**config.mk**
```make
export PLATFORM = sky130hd
export DESIGN_NAME = nand_wr_seq
export DESIGN_NICKNAME = d
export VERILOG_FILES = /design/src/rtl/nand_seq_pkg.sv /design/src/rtl/nand_rb_sync.sv /design/src/rtl/nand_we_cycle.sv /design/src/rtl/nand_wr_seq.sv
export SDC_FILE = /design/constraint.sdc
export NUM_CORES = 1
export LEC_CHECK = 0
export ABC_AREA = 1
export BUFFER_PORTS_ARGS = -buffer_cell sky130_fd_sc_hd__buf_2
export CORE_MARGIN = 1.5
export CORE_UTILIZATION = 57
export CTS_BUF_LIST = sky130_fd_sc_hd__clkbuf_16
export CTS_CLUSTER_DIAMETER = 40
export DETAILED_ROUTE_END_ITERATION = 12
export GPL_ROUTABILITY_DRIVEN = 0
export GPL_TIMING_DRIVEN = 0
export PLACE_DENSITY = 0.9
export SETUP_SLACK_MARGIN = 0.3
export SYNTH_ARGS = -nofsm -noshare
export SYNTH_HDL_FRONTEND = slang
export SYNTH_HIERARCHICAL = 1
export SYNTH_SLANG_ARGS = --single-unit
```
**constraint.sdc**
```tcl
create_clock -name clk -period 2.2 [get_ports clk]
set_input_delay 0.22 -clock clk [delete_from_list [all_inputs] [get_ports clk]]
set_output_delay 0.22 -clock clk [all_outputs]
set_load 0.005 [all_outputs]
```
**src/rtl/nand_seq_pkg.sv**
```systemverilog
package nand_seq_pkg;
  typedef enum logic [1:0] {CYC_CMD, CYC_ADDR, CYC_DATA} cyc_kind_t;
  typedef enum logic [1:0] {PH_IDLE, PH_SETUP, PH_LOW, PH_HOLD} we_phase_t;
  typedef enum logic [2:0] {
    ST_IDLE, ST_CMD, ST_ADDR, ST_DATA, ST_DRAIN, ST_DELAY, ST_WAIT
  } seq_state_t;
  localparam int ADDR_BYTES = 4;
endpackage

```
**src/rtl/nand_rb_sync.sv**
```systemverilog
module nand_rb_sync #(
  parameter int STAGES = 2
) (
  input  logic clk,
  input  logic rst_n,
  input  logic rb_async,
  output logic rb_sync
);
  logic [STAGES-1:0] chain;

  always_ff @(posedge clk or negedge rst_n) begin
    if (!rst_n) chain <= '1;
    else        chain <= {chain[STAGES-2:0], rb_async};
  end

  assign rb_sync = chain[STAGES-1];
endmodule

```
**src/rtl/nand_we_cycle.sv**
```systemverilog
module nand_we_cycle
  import nand_seq_pkg::*;
#(
  parameter int IO_W    = 8,
  parameter int T_SETUP = 2,
  parameter int T_WLOW  = 3,
  parameter int T_HOLD  = 2
) (
  input  logic            clk,
  input  logic            rst_n,
  input  logic            start,
  input  cyc_kind_t       kind,
  input  logic [IO_W-1:0] word,
  output logic            busy,
  output logic            last_beat,
  output logic            cle,
  output logic            ale,
  output logic            we_n,
  output logic [IO_W-1:0] io,
  output logic            io_oe
);
  localparam int MAXT = (T_SETUP > T_WLOW) ? ((T_SETUP > T_HOLD) ? T_SETUP : T_HOLD)
                                           : ((T_WLOW > T_HOLD) ? T_WLOW : T_HOLD);
  localparam int CW = $clog2(MAXT + 1);

  we_phase_t       ph;
  logic [CW-1:0]   cnt;
  cyc_kind_t       kind_q;
  logic [IO_W-1:0] word_q;
  logic            setup_end, low_end;

  assign setup_end = (ph == PH_SETUP) && (cnt == CW'(T_SETUP - 1));
  assign low_end   = (ph == PH_LOW)   && (cnt == CW'(T_WLOW - 1));
  assign last_beat = (ph == PH_HOLD)  && (cnt == CW'(T_HOLD - 1));
  assign busy      = (ph != PH_IDLE);

  always_ff @(posedge clk or negedge rst_n) begin
    if (!rst_n) begin
      ph     <= PH_IDLE;
      cnt    <= '0;
      kind_q <= CYC_CMD;
      word_q <= '0;
    end else begin
      if (start && (!busy || last_beat)) begin
        ph     <= PH_SETUP;
        cnt    <= '0;
        kind_q <= kind;
        // byte-wide cycles keep the upper lines at zero
        word_q <= (kind == CYC_DATA) ? word : IO_W'(word[7:0]);
      end else if (setup_end) begin
        ph  <= PH_LOW;
        cnt <= '0;
      end else if (low_end) begin
        ph  <= PH_HOLD;
        cnt <= '0;
      end else if (last_beat) begin
        ph  <= PH_IDLE;
        cnt <= '0;
      end else if (busy) begin
        cnt <= cnt + 1'b1;
      end
    end
  end

  assign we_n  = (ph != PH_LOW);
  assign cle   = busy && (kind_q == CYC_CMD);
  assign ale   = busy && (kind_q == CYC_ADDR);
  assign io    = busy ? word_q : '0;
  assign io_oe = busy;
endmodule

```
**src/rtl/nand_wr_seq.sv**
```systemverilog
module nand_wr_seq
  import nand_seq_pkg::*;
#(
  parameter int IO_W       = 8,
  parameter int T_SETUP    = 2,
  parameter int T_WLOW     = 3,
  parameter int T_HOLD     = 2,
  parameter int T_BUSY_DLY = 8,
  parameter int T_TIMEOUT  = 100000
) (
  input  logic            clk,
  input  logic            rst_n,
  input  logic            req_valid,
  output logic            req_ready,
  input  logic [7:0]      req_cmd,
  input  logic [31:0]     req_addr,
  input  logic            req_has_data,
  input  logic            dat_valid,
  output logic            dat_ready,
  input  logic [IO_W-1:0] dat_word,
  input  logic            dat_last,
  output logic            op_done,
  output logic            op_timeout,
  output logic            nand_ce_n,
  output logic            nand_cle,
  output logic            nand_ale,
  output logic            nand_we_n,
  output logic            nand_re_n,
  output logic [IO_W-1:0] nand_io,
  output logic            nand_io_oe,
  input  logic            nand_rb
);
  localparam int WMAX = (T_BUSY_DLY > T_TIMEOUT) ? T_BUSY_DLY : T_TIMEOUT;
  localparam int WCW  = $clog2(WMAX + 1);
  localparam int ACW  = $clog2(ADDR_BYTES);

  seq_state_t      st;
  logic [7:0]      cmd_q;
  logic [31:0]     addr_q;
  logic            has_data_q;
  logic [ACW-1:0]  acnt;
  logic [WCW-1:0]  wcnt;
  logic            rb_s;
  logic            gen_start, gen_busy, gen_last, gen_free;
  cyc_kind_t       gen_kind;
  logic [IO_W-1:0] gen_word;

  nand_rb_sync #(.STAGES(2)) u_rb_sync (
    .clk(clk), .rst_n(rst_n), .rb_async(nand_rb), .rb_sync(rb_s)
  );

  nand_we_cycle #(
    .IO_W(IO_W), .T_SETUP(T_SETUP), .T_WLOW(T_WLOW), .T_HOLD(T_HOLD)
  ) u_we_cycle (
    .clk(clk), .rst_n(rst_n), .start(gen_start), .kind(gen_kind),
    .word(gen_word), .busy(gen_busy), .last_beat(gen_last),
    .cle(nand_cle), .ale(nand_ale), .we_n(nand_we_n),
    .io(nand_io), .io_oe(nand_io_oe)
  );

  assign gen_free = !gen_busy || gen_last;

  always_comb begin
    gen_start = 1'b0;
    gen_kind  = CYC_CMD;
    gen_word  = '0;
    dat_ready = 1'b0;
    unique case (st)
      ST_CMD: begin
        gen_start = gen_free;
        gen_word  = IO_W'(cmd_q);
      end
      ST_ADDR: begin
        gen_start = gen_free;
        gen_kind  = CYC_ADDR;
        gen_word  = IO_W'(addr_q[acnt*8 +: 8]);
      end
      ST_DATA: begin
        dat_ready = gen_free;
        gen_start = gen_free && dat_valid;
        gen_kind  = CYC_DATA;
        gen_word  = dat_word;
      end
      default: ;
    endcase
  end

  always_ff @(posedge clk or negedge rst_n) begin
    if (!rst_n) begin
      st         <= ST_IDLE;
      cmd_q      <= '0;
      addr_q     <= '0;
      has_data_q <= 1'b0;
      acnt       <= '0;
      wcnt       <= '0;
      op_done    <= 1'b0;
      op_timeout <= 1'b0;
    end else begin
      op_done    <= 1'b0;
      op_timeout <= 1'b0;
      unique case (st)
        ST_IDLE: if (req_valid) begin
          cmd_q      <= req_cmd;
          addr_q     <= req_addr;
          has_data_q <= req_has_data;
          st         <= ST_CMD;
        end
        ST_CMD: if (gen_start) begin
          acnt <= '0;
          st   <= ST_ADDR;
        end
        ST_ADDR: if (gen_start) begin
          acnt <= acnt + 1'b1;
          if (acnt == ACW'(ADDR_BYTES - 1)) st <= has_data_q ? ST_DATA : ST_DRAIN;
        end
        ST_DATA: if (gen_start && dat_last) st <= ST_DRAIN;
        ST_DRAIN: if (!gen_busy) begin
          wcnt <= '0;
          st   <= ST_DELAY;
        end
        ST_DELAY: begin
          if (wcnt == WCW'(T_BUSY_DLY - 1)) begin
            wcnt <= '0;
            st   <= ST_WAIT;
          end else begin
            wcnt <= wcnt + 1'b1;
          end
        end
        ST_WAIT: begin
          if (rb_s) begin
            op_done <= 1'b1;
            st      <= ST_IDLE;
          end else if (wcnt == WCW'(T_TIMEOUT - 1)) begin
            op_timeout <= 1'b1;
            st         <= ST_IDLE;
          end else begin
            wcnt <= wcnt + 1'b1;
          end
        end
        default: st <= ST_IDLE;
      endcase
    end
  end

  assign req_ready = (st == ST_IDLE);
  assign nand_ce_n = (st == ST_IDLE);
  assign nand_re_n = 1'b1;
endmodule

```
# Yosys cells after proc, flatten, opt, wreduce, memory -nomap -nowiden
# Index checks and enable logic that the tools add are counted.
# word_totals
input_bits	55
out_inout_bits	18
ff_bits	81
elab_cells	103
# classes
add_sub_neg	3
shift	1
reduce_logical	22
n_eq_ne	26
muxes	38
# ops
op	n
$mux 17	4
$pmux 17 s3	1
$shiftx 32x6->8	1
$mux 3	10
$pmux 8 s3	1
$mux 2	11
$pmux 3 s7	1
$ne 2x2->1 const B	10
$add 17x1->17 const B	1
$eq 17x17->1 const B	1
$eq 17x3->1 const B	1
$eq 3x3->1 const B	3
$eq 2x2->1 const B	4
$logic_and 1x1->1	8
$mux 8	1
$pmux 2 s2	2
$reduce_and 8->1	1
$eq 2x1->1 const B	3
$eq 3x2->1 const B	2
$mux 1	6
$reduce_bool 5->1	1
$add 2x1->2 const B	2
$reduce_and 4->1	1
$reduce_bool 2->1	2
12 further kinds	12

# Depth between registers and ports, before layout
# logic_depth
ltp_word	8
ltp_mapped	12
mapped_depth_nobuf	12

# Cells and area by module
# Netlist, hierarchy kept.
# by_module_without_submodules
module	cells_each	instances	area_each_um2	seq_area_each_um2
nand_wr_seq	440	1	3712.3	1626.6
nand_we_cycle	95	1	772.0	350.3
nand_rb_sync	2	1	52.6	52.6

# Worst setup path before layout
# Ideal clock, no wire load.
# synth_path
path_type	reg-to-reg
start	reg u_we_cycle.ph[1]
end	reg u_we_cycle.ph[0]
n_path_buf	1
arrival_ns	1.385
setup_ns	0.127
path_stages_with_launch	11
synth_period_minus_slack_ns	1.513
slack_ns	0.687
required_time_ns	2.073
path_cell_list	dfrtp_1 > inv_1 > nand2_2 > inv_1 > nor2_1 > inv_1 > nand2_1 > nand2_1 > nand3_4 > buf_12 > nand3_1
# synth_via
elab_chain_len	7
word_cells_on_any_way	16
cone_classes	eq/ne (3); mux (4); reduce/logical (9)
# synth_rtl
element	line	rtl
from (decl)	nand_we_cycle.sv:26	we_phase_t ph;
from (signal assigned)	nand_we_cycle.sv:39	ph <= PH_IDLE;
from (signal assigned)	nand_we_cycle.sv:45	ph <= PH_SETUP;
from (signal assigned)	nand_we_cycle.sv:51	ph <= PH_LOW;
$reduce_bool 2->1 *	nand_we_cycle.sv:35	assign busy = (ph != PH_IDLE);
via gen_busy	nand_wr_seq.sv:44	logic gen_start, gen_busy, gen_last, gen_free;
$logic_not 1->1 *	nand_wr_seq.sv:61	assign gen_free = !gen_busy || gen_last;
$logic_or 1x1->1 *	nand_wr_seq.sv:61	
$logic_and 1x1->1	nand_wr_seq.sv:80	gen_start = gen_free && dat_valid;
$pmux 1 s2 *	nand_wr_seq.sv:68	unique case (st)
via gen_start	nand_wr_seq.sv:44	
$logic_and 1x1->1 *	nand_we_cycle.sv:44	if (start && (!busy || last_beat)) begin
$reduce_bool 4->1 (no line) or $mux 2 (tied branches)	--	
# The timed path passes the listed nets; every way through them passes the cells marked *.
# A chain may end at the register's enable or synchronous reset.

# Worst setup path in the final report
# layout_path
start	reg st[2]
end	out dat_ready
# layout_via
elab_chain_len	2
# layout_rtl
element	line	rtl
from (decl)	nand_wr_seq.sv:37	seq_state_t st;
from (signal assigned)	nand_wr_seq.sv:114	if (acnt == ACW'(ADDR_BYTES - 1)) st <= has_data_q ? ST_DATA : ST_DRAIN;
$eq 3x2->1	nand_wr_seq.sv:68	
$mux 1	nand_wr_seq.sv:68	
to (decl)	nand_wr_seq.sv:19	output logic dat_ready,
# No other way between the ends.

==> results.json <==
{
  "count_of_fill_cells_added_during_filler_insertion": 537,
  "worst-r2r-cell-count": 9,
  "die_w_um": 92.22,
  "peak_clock_frequency_supported_by_timing_mhz": 558.9,
  "vias_per_cell": 5.541,
  "ys_types": 37,
  "worst_ep_required_time_ns": 1.98,
  "ant_nets": 0,
  "grt_max_degree": 53,
  "cts_tree": "built",
  "critical_path_endpoint": "dat_ready",
  "clock_sinks": 81,
  "cts.reportedPaths.clkPinSlew_ns": 0.06,
  "boundaryPins": 73,
  "r2r_setup_slack_ns": 0.41,
  "dr.first_iter.drc_count": 367,
  "synth_enable_flop_cells": 0,
  "tritoncts.num_buffers": 9,
  "power.leakage_nw": 2.591,
  "synth_async_sr_flop_share_pct": 100.0,
  "worstReg2RegStart": "acnt[0]",
  "placed_cells": 711,
  "critPathLaunch": "st[2]",
  "synth-seq-cells": 81,
  "synthDominantCellAreaShare_pct": 43.57,
  "path_type_of_the_worst_min_delay_path": "in2reg",
  "irDropWorstVdd_mv": 0.8844,
  "post-route-drc-count": 0,
  "layout.core_utilization_pct": 69.95,
  "wl_per_cell_um": 14.72,
  "synth_cells": 537,
  "route.final.wire_length_um": 10780,
  "area.growth.synth_to_final_pct": 19.14,
  "setup-tns-final_ns": 0,
  "pwr_density_cell_mw_per_mm2": 1264,
  "status": "finished, final reports clean",
  "endpoint_kind": "output port",
  "final.hold.worst_slack_ns": 0.1107,
  "critPathKind": "reg2out",
  "grt_remaining_overflow": 0,
  "final-instance-count-excl-fill": 732,
  "num_vias": 4056,
  "grt_usage_pct": 26.66,
  "final_setup_violation_count": 0,
  "port-buffer-count": 71,
  "clock_latency_on_the_worst_skew_pair_ns": 0.33,
  "final_hold_vio_count": 0,
  "critical_path_arrival_ns": 1.57,
  "clock_path_buffers": 2,
  "design.core.area_mm2": 0.007727,
  "fin_worst_skew_ns": 0.005923,
  "site_rows": 32,
  "startpoint_type": "flop",
  "maxSlewViolCount": 0,
  "grt_first_pass_wirelength_um": 17630,
  "ys_top_cells_by_area": "dfrtp_1 44%, nand2_1 8.1%, mux2_2 7.7%",
  "design.final.nets": 681,
  "clockRootBuffer": "clkbuf_16",
  "grt_pass1_vias": 4014,
  "max_fo_critical_path": 7,
  "dp_hpwl_um": 7939,
  "synth.yosys.warnings": 6,
  "area_of_the_die_mm2": 0.008504,
  "ys_seq_area_share_pct": 44.73,
  "first_pass_iters": 7,
  "start_util_pct": 58.71,
  "rr_endpoint": "u_we_cycle/word_q[4]",
  "fin_crit_sh_pct": 81.32,
  "finalCriticalPeriod_ns": 1.789,
  "synth-main-ff-cell": "dfrtp_1",
  "synth_area_mm2": 0.004537,
  "rsz0062_at_grt": "yes",
  "report.power.total_mw": 6.833,
  "synth_area_per_cell_um2": 8.449,
  "postSynthNetCount": 594,
  "max_cap_viol_count": 0,
  "htree_num_levels": 3,
  "layout-drive-gt1-share_pct": 30.05,
  "synth_top_cell_by_area": "dfrtp_1",
  "grt_antenna_before_repair": 1,
  "fp.dieH_um": 92.22
}
==> cell usage in the layout (no fill, tap or decap), types with 3 or more instances in the layout <==
cell type / netlist / routed
nand2_1: 98 / 97
dfrtp_1: 79 / 79
nor2_1: 78 / 77
buf_2: 6 / 75
inv_1: 54 / 54
o21ai_0: 37 / 36
mux2_2: 31 / 31
nand3_1: 24 / 24
a21oi_1: 19 / 19
o21ai_2: 14 / 14
buf_6: 9 / 10
nand2_2: 8 / 9
o21ai_1: 8 / 9
clkbuf_16: 0 / 9
a22oi_1: 8 / 8
nand4_1: 8 / 8
buf_4: 6 / 8
xor2_1: 8 / 8
o211ai_1: 7 / 7
inv_2: 5 / 5
nand3_2: 5 / 5
clkinv_2: 1 / 3
==> through the flow <==
step | worst slack, ns | instance area [um2]
floorplan | 0.6874 | 4537
global placement | 0.3389 | 5020
detailed placement | 0.3333 | 5050
CTS | 0.3005 | 5364
global route | 0.2971 | 5405
finish | 0.4109 | 5405
==> worst min path at each step <==
stage            startpoint                  to  slack, ns  cells after the start
2_1_floorplan         rst_n             acnt[0]      -0.08                      0
3_3_place_gp        nand_rb  u_rb_sync/chain[0]       0.33                      1
3_5_place_dp          rst_n            wcnt[14]       0.18                      1
4_1_cts        req_addr[25]          addr_q[25]       0.11                      2
5_1_grt        req_addr[25]          addr_q[25]       0.11                      2
6_report       req_addr[25]          addr_q[25]       0.11                      2
==> synth_stat cells (7+ instances only) <==
master	instances
nand2_1	98
dfrtp_1	79
nor2_1	78
inv_1	54
o21ai_0	37
mux2_2	31
nand3_1	24
a21oi_1	19
o21ai_2	14
buf_6	9
a22oi_1	8
nand2_2	8
nand4_1	8
o21ai_1	8
xor2_1	8
o211ai_1	7
==> kinds of logic (layout without fill, tap and decap cells) <==
kind of cell | Yosys count | count (layout) | share of synthesized area (%)
simple gates | 231 | 231 | 22.61
compound gates | 95 | 95 | 12.58
buf+inv | 86 | 178 | 9.708
flops | 81 | 81 | 44.73
mux | 33 | 33 | 8.191
xor+xnor | 8 | 8 | 1.544
fa+ha+maj | 2 | 2 | 0.5515
other cells | 1 | 2 | 0.08266
==> power by group <==
group          switching, mW  internal, mW
clock                  0.607         0.877
combinational           1.74          1.26
sequential             0.303          2.05
total                   2.65          4.18
==> critical path, cell delays in order, from the launching register on <==
cell and delay (ns):
dfrtp_1 0.37, buf_6 0.14, inv_2 0.09, nand2_1 0.10, nor2_4 0.13, buf_6 0.12
inv_1 0.04, nor2_1 0.11, buf_2 0.13
==> layout make-up <==
class                      count  area, um2  area share [%]
antenna                        1      2.502         0.04630
buffer                        25      216.5           4.005
clock buffer                   9      225.2           4.167
clock inverter                 7      68.82           1.273
inverter                      61      232.7           4.306
multi-input combinational    370       2082           38.52
sequential                    81       2029           37.55
tap                          102      127.6           2.361
timing repair buffer          76      420.4           7.778
==> routing by layer <==
layer / vias to the layer above / track usage [%] / routed length [um] / part of all wire [%]
met2: 195 / 43.58 / 5267 / 49
met1: 1904 / 32.52 / 4342 / 40
met3: 34 / 6.633 / 845 / 7.8
met5: - / 2.564 / 0 / 0
met4: 0 / 13.46 / 322 / 3.0
li1: 1923 / - / - / -
==> registers in the layout (all words and copies together) (netlist names), 3 cells and up <==
signal / count
addr_q: 32
u_we_cycle/word_q: 8
cmd_q: 8
wcnt: 17
st: 3
==> repair_timing <==
item | CTS | global route
endpoints found under the hold margin | 29 | 0
setup endpoints to repair | 0 | 17
setup buffers | 0 | 2
resized for setup | 0 | 11
hold buffers | 2 | 0
Power figures use the tool's default switching activity.
